**src/rtl/sem_pkg.sv**
```systemverilog
package sem_pkg;

    typedef enum logic [1:0] {
        OWN_NONE = 2'd0,
        OWN_LFT  = 2'd1,
        OWN_RGT  = 2'd2
    } owner_e;

    typedef struct packed {
        logic set;
        logic clr;
    } req_cmd_t;

    // Owner after this edge, given the request latches after this edge.
    function automatic owner_e next_owner(owner_e cur, logic req_l, logic req_r);
        owner_e nxt;
        case (cur)
            OWN_LFT:  nxt = req_l ? OWN_LFT : (req_r ? OWN_RGT : OWN_NONE);
            OWN_RGT:  nxt = req_r ? OWN_RGT : (req_l ? OWN_LFT : OWN_NONE);
            default:  nxt = req_l ? OWN_LFT : (req_r ? OWN_RGT : OWN_NONE);
        endcase
        return nxt;
    endfunction

    function automatic logic latch_next(logic cur, req_cmd_t cmd);
        logic nxt;
        if (cmd.set)      nxt = 1'b1;
        else if (cmd.clr) nxt = 1'b0;
        else              nxt = cur;
        return nxt;
    endfunction

endpackage

```
**src/rtl/sem_port.sv**
```systemverilog
module sem_port
    import sem_pkg::*;
#(
    parameter int N_FLAGS = 8,
    parameter int DATA_W  = 16,
    parameter int ADDR_W  = 3
) (
    input  logic                clk,
    input  logic                rst,
    input  logic                sel_n,
    input  logic                wr,
    input  logic                oe_n,
    input  logic [ADDR_W-1:0]   addr,
    input  logic [DATA_W-1:0]   wdata,
    input  logic [N_FLAGS-1:0]  view,
    output req_cmd_t            cmd [N_FLAGS],
    output logic [DATA_W-1:0]   rdata
);

    logic wr_hit;
    logic rd_on;
    logic rd_on_q;
    logic [DATA_W-1:0] rd_q;
    logic unused_hi;

    assign wr_hit    = !sel_n && wr;
    assign rd_on     = !sel_n && !oe_n;
    assign unused_hi = ^wdata[DATA_W-1:1];

    always_comb begin
        for (int i = 0; i < N_FLAGS; i++) begin
            cmd[i].set = wr_hit && (addr == ADDR_W'(i)) && !wdata[0];
            cmd[i].clr = wr_hit && (addr == ADDR_W'(i)) &&  wdata[0];
        end
    end

    always_ff @(posedge clk) begin
        if (rst) begin
            rd_on_q <= 1'b0;
            rd_q    <= '0;
        end else begin
            rd_on_q <= rd_on;
            if (rd_on && !rd_on_q)
                rd_q <= {DATA_W{view[addr]}};
            else if (!rd_on)
                rd_q <= '0;
        end
    end

    assign rdata = rd_q;

endmodule

```
**src/rtl/sem_flag.sv**
```systemverilog
module sem_flag
    import sem_pkg::*;
(
    input  logic     clk,
    input  logic     rst,
    input  req_cmd_t cmd_l,
    input  req_cmd_t cmd_r,
    output logic     view_l,
    output logic     view_r
);

    logic   req_l_q, req_r_q;
    logic   req_l_d, req_r_d;
    owner_e own_q;

    assign req_l_d = latch_next(req_l_q, cmd_l);
    assign req_r_d = latch_next(req_r_q, cmd_r);

    always_ff @(posedge clk) begin
        if (rst) begin
            req_l_q <= 1'b0;
            req_r_q <= 1'b0;
            own_q   <= OWN_NONE;
        end else begin
            req_l_q <= req_l_d;
            req_r_q <= req_r_d;
            own_q   <= next_owner(own_q, req_l_d, req_r_d);
        end
    end

    assign view_l = (own_q != OWN_LFT);
    assign view_r = (own_q != OWN_RGT);

endmodule

```
**src/rtl/sem_bank.sv**
```systemverilog
module sem_bank
    import sem_pkg::*;
#(
    parameter int  N_FLAGS = 8,
    parameter int  DATA_W  = 16,
    localparam int ADDR_W  = $clog2(N_FLAGS)
) (
    input  logic              clk,
    input  logic              rst,
    input  logic              lft_sel_n,
    input  logic              lft_wr,
    input  logic              lft_oe_n,
    input  logic [ADDR_W-1:0] lft_addr,
    input  logic [DATA_W-1:0] lft_wdata,
    output logic [DATA_W-1:0] lft_rdata,
    input  logic              rgt_sel_n,
    input  logic              rgt_wr,
    input  logic              rgt_oe_n,
    input  logic [ADDR_W-1:0] rgt_addr,
    input  logic [DATA_W-1:0] rgt_wdata,
    output logic [DATA_W-1:0] rgt_rdata
);

    req_cmd_t           cmd_l [N_FLAGS];
    req_cmd_t           cmd_r [N_FLAGS];
    logic [N_FLAGS-1:0] lft_view;
    logic [N_FLAGS-1:0] rgt_view;

    sem_port #(.N_FLAGS(N_FLAGS), .DATA_W(DATA_W), .ADDR_W(ADDR_W)) u_lft (
        .clk(clk), .rst(rst), .sel_n(lft_sel_n), .wr(lft_wr), .oe_n(lft_oe_n),
        .addr(lft_addr), .wdata(lft_wdata), .view(lft_view), .cmd(cmd_l),
        .rdata(lft_rdata)
    );

    sem_port #(.N_FLAGS(N_FLAGS), .DATA_W(DATA_W), .ADDR_W(ADDR_W)) u_rgt (
        .clk(clk), .rst(rst), .sel_n(rgt_sel_n), .wr(rgt_wr), .oe_n(rgt_oe_n),
        .addr(rgt_addr), .wdata(rgt_wdata), .view(rgt_view), .cmd(cmd_r),
        .rdata(rgt_rdata)
    );

    for (genvar g = 0; g < N_FLAGS; g++) begin : g_flag
        sem_flag u_flag (
            .clk(clk), .rst(rst), .cmd_l(cmd_l[g]), .cmd_r(cmd_r[g]),
            .view_l(lft_view[g]), .view_r(rgt_view[g])
        );
    end

endmodule

```
**config.mk**
```make
export PLATFORM = sky130hd
export DESIGN_NAME = sem_bank
export DESIGN_NICKNAME = d
export VERILOG_FILES = /design/src/rtl/sem_pkg.sv /design/src/rtl/sem_port.sv /design/src/rtl/sem_flag.sv /design/src/rtl/sem_bank.sv
export SDC_FILE = /design/constraint.sdc
export NUM_CORES = 1
export LEC_CHECK = 0
export BUFFER_PORTS_ARGS = -buffer_cell sky130_fd_sc_hd__buf_2
export CAP_MARGIN = 20
export CORE_MARGIN = 2
export CORE_UTILIZATION = 47
export DETAILED_ROUTE_END_ITERATION = 7
export PLACE_DENSITY_LB_ADDON = 0.2
export SLEW_MARGIN = 20
export SYNTH_ARGS = -nofsm -noshare
export SYNTH_HDL_FRONTEND = slang
export SYNTH_SLANG_ARGS = --single-unit
```
**constraint.sdc**
```tcl
create_clock -name clk -period 1.6 [get_ports clk]
set_input_delay 0.24 -clock clk [delete_from_list [all_inputs] [get_ports clk]]
set_output_delay 0.24 -clock clk [all_outputs]
set_load 0.01 [all_outputs]
```
Word-level counts from Yosys, hierarchy flattened
Index checks and enable logic that the tools add are counted.

storage, ports and cells
  word-level logic and storage cells = 214
  input port bits = 46
  output and inout port bits = 32
  register bits after elaboration = 66

operators by class
  order comparisons = 2
  equal/unequal tests = 40
  reductions and logical operators = 64
  multiplexer cells = 80

operators with widths
  kind                                                                    number
  16-bit two-way mux                                                      4
  2-bit two-way mux                                                       32
  1-bit logical AND                                                       54
  1-bit two-way mux                                                       42
  3-bit equality test (second input constant)                             8
  2-bit != test (second input constant)                                   10
  2-bit equality test (second input constant)                             8
  2-bit by 1-bit != test with 1-bit output (second input constant)        8
  3-bit by 2-bit equality test with 1-bit output (second input constant)  4
  1-bit zero test                                                         8
  3-bit by 4-bit < comparator with 1-bit output (second input constant)   2
  1-bit binary-select mux with 3-bit select                               2
  3-bit by 1-bit equality test with 1-bit output (second input constant)  2
  3-bit zero test                                                         2

Depth between registers and ports, before layout
  depth in word-level cells = 9
  gate-level depth with buffers = 5
  mapped depth without buffers = 4

Hierarchy
A second synthesis with hierarchy kept.

second synthesis, totals
  cell total of the unflattened synthesis = 238
  area total of the unflattened synthesis = 2047.0 µm²

modules (own cells, without submodules)
  module    sequential area each (µm²)  area an instance (µm²)  cells each  times used
  sem_flag  80.1                        150.1                   15          8
  sem_port  40.0                        422.9                   59          2

Least setup slack after synthesis
No wires, ideal clock.

  path kind = input-to-reg
  from = input port lft_addr[0]
  to = register g_flag[1].u_flag.own_q[0]
  required time = 1.542 ns
  path buffers = 1
  stages on the path = 5
  path slack = 0.333 ns
  setup time = 0.058 ns
  data arrival time = 1.209 ns
  path through = clkbuf_1 > nand2b_1 > or3_4 > a21oi_4 > o21a_1

on the way
  word-level cells in the longest chain between the ends = 8
  elaborated cells between the ends (all ways) = 10
  those cells by class = eq/ne (1); mux (6); reduce/logical (3)

RTL lines
  item                                              line                            RTL
  start: declaration                                sem_bank.sv:13                  input logic [ADDR_W-1:0] lft_addr,
  3-bit by 1-bit equality test with 1-bit output *  sem_port.sv:32, sem_port.sv:33
  1-bit logical AND *                               sem_port.sv:32, sem_port.sv:33
  1-bit logical AND                                 sem_port.sv:33                  cmd[i].clr = wr_hit && (addr == ADDR_W'(i)) && wdata[0];
  1-bit two-way mux                                 sem_pkg.sv:28                   else if (cmd.clr) nxt = 1'b0;
  1-bit two-way mux *                               sem_pkg.sv:27                   if (cmd.set) nxt = 1'b1;
  1-bit two-way mux                                 sem_pkg.sv:19                   OWN_RGT: nxt = req_r ? OWN_RGT : (req_l ? OWN_LFT : OWN_NONE);
  2-bit two-way mux                                 sem_pkg.sv:19
  2-bit two-way mux *                               --
  end signal: assignment                            sem_flag.sv:27                  own_q <= next_owner(own_q, req_l_d, req_r_d);
  end: declaration                                  sem_flag.sv:14                  owner_e own_q;

Mark *: on every way between the ends. The rest lies on a longest branch, timed or not.
A chain may end at the register's enable or synchronous reset.

Worst setup path in the final report
  from = register u_rgt.rd_q[14] (netlist: u_rgt.rdata[14])
  to = output port rgt_rdata[14]

RTL lines
  item                      line            RTL
  start: declaration        sem_port.sv:23  logic [DATA_W-1:0] rd_q;
  start signal: assignment  sem_port.sv:44  rd_q <= {DATA_W{view[addr]}};
  end: declaration          sem_bank.sv:21  output logic [DATA_W-1:0] rgt_rdata

No word-level cell between the ends.

==> results.rst <==
.. list-table::
   :header-rows: 1

   * - Metric
     - Value
   * - Status
     - finished clean
   * - Area inside the core boundary
     - between 3000 and 4000 um^2
   * - Post-CTS sizing
     - 0
   * - Number of top-level pins
     - 78
   * - Pin count of the biggest net entering global routing
     - 18
   * - Share of final-layout standard cells stronger than drive strength 1
     - 28.6%
   * - Antenna violations before repair
     - 0
   * - Fraction of synthesized cell area taken by the top area cell type
     - 40.0%
   * - Final setup violating endpoints
     - 0
   * - Cell depth of the worst hold path
     - 2
   * - Number of antenna repair diodes
     - 0
   * - Min cycle time layout
     - 1.28 ns
   * - Combinational family with the most area after synthesis
     - simple AND/OR/NAND/NOR gates
   * - RSZ-0062 raised after global routing
     - no
   * - Final Power
     - 1810 uW
   * - Unique masters post-synth
     - 39
   * - TritonCTS clock tree
     - done
   * - Ranking of synthesized cells by instance count
     - sky130_fd_sc_hd__dfxtp_1 (36), sky130_fd_sc_hd__buf_4 (30), sky130_fd_sc_hd__nor2_1 (13)
   * - Reg-to-reg critical path startpoint
     - g_flag[0].u_flag.own_q[1]$_SDFF_PP0_
   * - First-pass GRT wire length
     - 6.06 mm
   * - Basic-gate share of the synthesized area counting and, or, nand and nor cells
     - 22.0%
   * - Slowest stage delay, CP
     - roughly 0.54 ns
   * - Leak
     - just under 0.0009 uW
   * - Crit path DAT
     - 1.04 ns
   * - Final-report hold violation count
     - 0
   * - Min-Delay Endpoint
     - u_lft.rd_on_q$_SDFF_PP0_
   * - Worst-Margin Slew
     - 0.403 ns
   * - WP buf/inv
     - 1
   * - Post-DP HPWL
     - 2.65 mm
   * - Count of antenna-violating nets left after detailed routing
     - 0
   * - Top FF cell, synth
     - sky130_fd_sc_hd__dfxtp_1
   * - Worst Reg-to-Reg Cells
     - 4
   * - Post-placement cell area
     - 1870 um^2
   * - Most common cell in the netlist
     - sky130_fd_sc_hd__dfxtp_1
   * - Die Area
     - 4340 um^2
   * - Xor and xnor fraction of the mapped netlist area
     - 0%
   * - Initial cell density of the core
     - about 50%
   * - Number of inserted filler cells in the final layout
     - 351
   * - Cell Pwr Density
     - 920 nW/um^2
   * - IO Port Bufs
     - 47
   * - Die Y-Extent
     - 65.9 um
   * - Adder-cell share of the synthesized area
     - 0%
   * - GPL Wtd Cong
     - approximately 0.81
   * - Crit-path cells
     - buf_2
   * - Global-route usage over all layers
     - 19.1%
   * - Flop2flop setup slack
     - 0.35 ns
   * - H-tree depth
     - 2
   * - Number of design rule violations left after detail routing
     - 0
   * - Ranking of synthesized cells by area
     - sky130_fd_sc_hd__dfxtp_1 (40%), sky130_fd_sc_hd__buf_4 (13%), sky130_fd_sc_hd__o211a_1 (3.9%)
   * - Final-layout setup total negative slack
     - 0 ns
   * - Starting DRC count in detailed routing
     - 87
   * - Synthesized net count
     - roughly 240
   * - Warnings, synthesis
     - 0
   * - Highest achievable clock rate
     - 0.782 GHz
   * - Max_slew headroom
     - roughly 73%
   * - Post-synthesis compound-gate area fraction
     - about 20%
   * - Insertion delay of the later-clocked pin in the worst-skew pair
     - 0.29 ns
   * - Mean instance size in the synthesized netlist
     - between 9 and 10 um^2
   * - Post-synth design cell area
     - 1800 um^2
   * - Post-CTS Repair Setup Buffers
     - 0
   * - Crit path max-delay cell type
     - sky130_fd_sc_hd__dfxtp_1
   * - Final instance area
     - 1970 um^2
   * - Hold Crit Class
     - in2reg
   * - Max Buffers Root-to-Sink
     - 2
   * - Number of global-route vias before repair
     - 1310
   * - Total iterations of the first detailed-routing run
     - 4
   * - Area leader, netlist
     - sky130_fd_sc_hd__dfxtp_1
   * - Minimum setup slack after placement
     - 0.104 ns
   * - Area Overhead vs Synth
     - 9.38%
   * - Wire length per cell after detailed routing
     - ~13 um
   * - Type of destination of the critical path
     - primary output
   * - Cell chosen for the clock root
     - sky130_fd_sc_hd__clkbuf_8
   * - Hold path startpoint
     - lft_oe_n
   * - Max capacitance violation total
     - 0
   * - Placement row count
     - 22
   * - Crit path kind
     - reg2out
   * - Setup crit start kind
     - flop
   * - Clk pin slew, worst setup/hold paths
     - about 0.070 ns
   * - Required time of the critical path
     - between 1 and 1.5 ns
   * - Post-Route WL
     - 3.56 mm
   * - GRT overflow
     - 0
   * - Clock skew after layout
     - ~0.0023 ns
   * - Post-Syn Instances
     - 198
   * - Total via count after detailed routing
     - 1426
   * - Stages on the worst setup path
     - 1
   * - Count of final max-slew check failures
     - 0
   * - CP delay by family, top
     - flip-flops
   * - Cts hold-fix bufs
     - 0
   * - Count of flip-flops with a built-in enable after synthesis
     - 0
   * - Number of synthesized register bits
     - 36
   * - Worst Setup Slack, final
     - 0.322 ns
   * - TritonCTS buffer count
     - 5
   * - Nets
     - 266
   * - Final worst-path cycle share
     - 79.9%
   * - Average vias per placed instance
     - 5.32
   * - Proportion of synthesized area in mux cells
     - 3.47%
   * - R2R Path End
     - u_rgt.rdata[14]$_SDFFE_PP0P_
   * - Asr flop ratio synth
     - 0%
   * - Worst-path fanout max
     - 17
   * - CTS Sinks
     - 36
   * - Fraction of the yosys area taken by sequential cells
     - 40.0%
   * - Worst voltage drop across the vdd grid
     - 526 uV
   * - Chip Width
     - 65.9 um
[worst max-delay path by stage]
stage | start | slack [ns] | to
6_report | u_rgt.rdata[14]$_SDFFE_PP0P_ | 0.32 | rgt_rdata[14]
3_3_place_gp | rgt_addr[2] | 0.13 | g_flag[3].u_flag.own_q[0]$_SDFF_PP0_
2_1_floorplan | lft_addr[0] | 0.33 | g_flag[1].u_flag.own_q[0]$_SDFF_PP0_
3_5_place_dp | rgt_addr[2] | 0.10 | g_flag[3].u_flag.own_q[0]$_SDFF_PP0_
4_1_cts | u_rgt.rdata[14]$_SDFFE_PP0P_ | 0.30 | rgt_rdata[14]
5_1_grt | u_rgt.rdata[14]$_SDFFE_PP0P_ | 0.21 | rgt_rdata[12]
[where the power goes]
part | switching [uW] | internal, uW | leakage (uW) | total (uW)
Clock | 317 | 383 | 0.0000503 | 700
Sequential | 11.4 | 912 | 0.000291 | 924
Combinational | 111 | 77.1 | 0.000550 | 188
Total | 439 | 1370 | 0.000891 | 1810
[registers in the layout, summed over array words and instances, names as in the netlist]
signal / count
g_flag.u_flag.req_l_q: 8
g_flag.u_flag.req_r_q: 8
g_flag.u_flag.own_q: 16
u_lft.rd_on_q: 1
u_rgt.rd_on_q: 1
u_lft.rdata: 1
u_rgt.rdata: 1
[final cells by class]
cell class	instances	area [um^2]	area share (%)
Inverter	6	22.5	1.14
Multi-Input combinational cell	121	812	41.2
Clock buffer	7	96.3	4.89
Timing Repair Buffer	50	258	13.1
Sequential cell	36	721	36.6
Tap cell	48	60.1	3.05
[logic make-up after synthesis]
| kind of cell | Yosys count |
|---|---|
| compound gates | 48 |
| simple gates | 68 |
| mux | 5 |
| buf+inv | 41 |
| flops | 36 |
[per-layer routing]
layer / vias up / track usage (%) / wire length, um
li1: 713 / - / -
met3: 8 / 5.11 / 211
met4: 0 / 9.64 / 76
met5: - / 0 / 0
met2: 48 / 30.2 / 1650
met1: 657 / 23.9 / 1620
[cell usage in the layout (no fill, tap or decap), types with 2 or more instances in the layout]
| master | synthesis | final |
|---|---|---|
| sky130_fd_sc_hd__nor3b_1 | 4 | 4 |
| sky130_fd_sc_hd__nor2b_1 | 8 | 8 |
| sky130_fd_sc_hd__and2_1 | 8 | 8 |
| sky130_fd_sc_hd__nor3_1 | 7 | 7 |
| sky130_fd_sc_hd__mux2i_1 | 4 | 4 |
| sky130_fd_sc_hd__nand2b_1 | 10 | 10 |
| sky130_fd_sc_hd__a31oi_1 | 6 | 6 |
| sky130_fd_sc_hd__a211oi_1 | 8 | 8 |
| sky130_fd_sc_hd__dfxtp_1 | 36 | 36 |
| sky130_fd_sc_hd__inv_1 | 6 | 6 |
| sky130_fd_sc_hd__o31ai_1 | 3 | 3 |
| sky130_fd_sc_hd__nor2_1 | 13 | 13 |
| sky130_fd_sc_hd__nand3b_1 | 3 | 3 |
| sky130_fd_sc_hd__o21ai_0 | 5 | 5 |
| sky130_fd_sc_hd__a21oi_1 | 7 | 7 |
| sky130_fd_sc_hd__o22ai_1 | 2 | 2 |
| sky130_fd_sc_hd__nand2_1 | 8 | 8 |
| sky130_fd_sc_hd__clkbuf_8 | 0 | 7 |
| sky130_fd_sc_hd__o211a_1 | 7 | 7 |
| sky130_fd_sc_hd__buf_4 | 30 | 3 |
| sky130_fd_sc_hd__buf_2 | 1 | 47 |
[per-stage QoR]
stage                     hold WS [ns]  std cells  utilization [%]
after floorplan                  0.325        198                -
after global placement           0.415        261             51.2
after detailed placement         0.424        261             51.2
after CTS                        0.117        268             53.8
after global routing             0.122        268             53.8
final                            0.115        268             53.8
(Power assumes the default switching activity.)
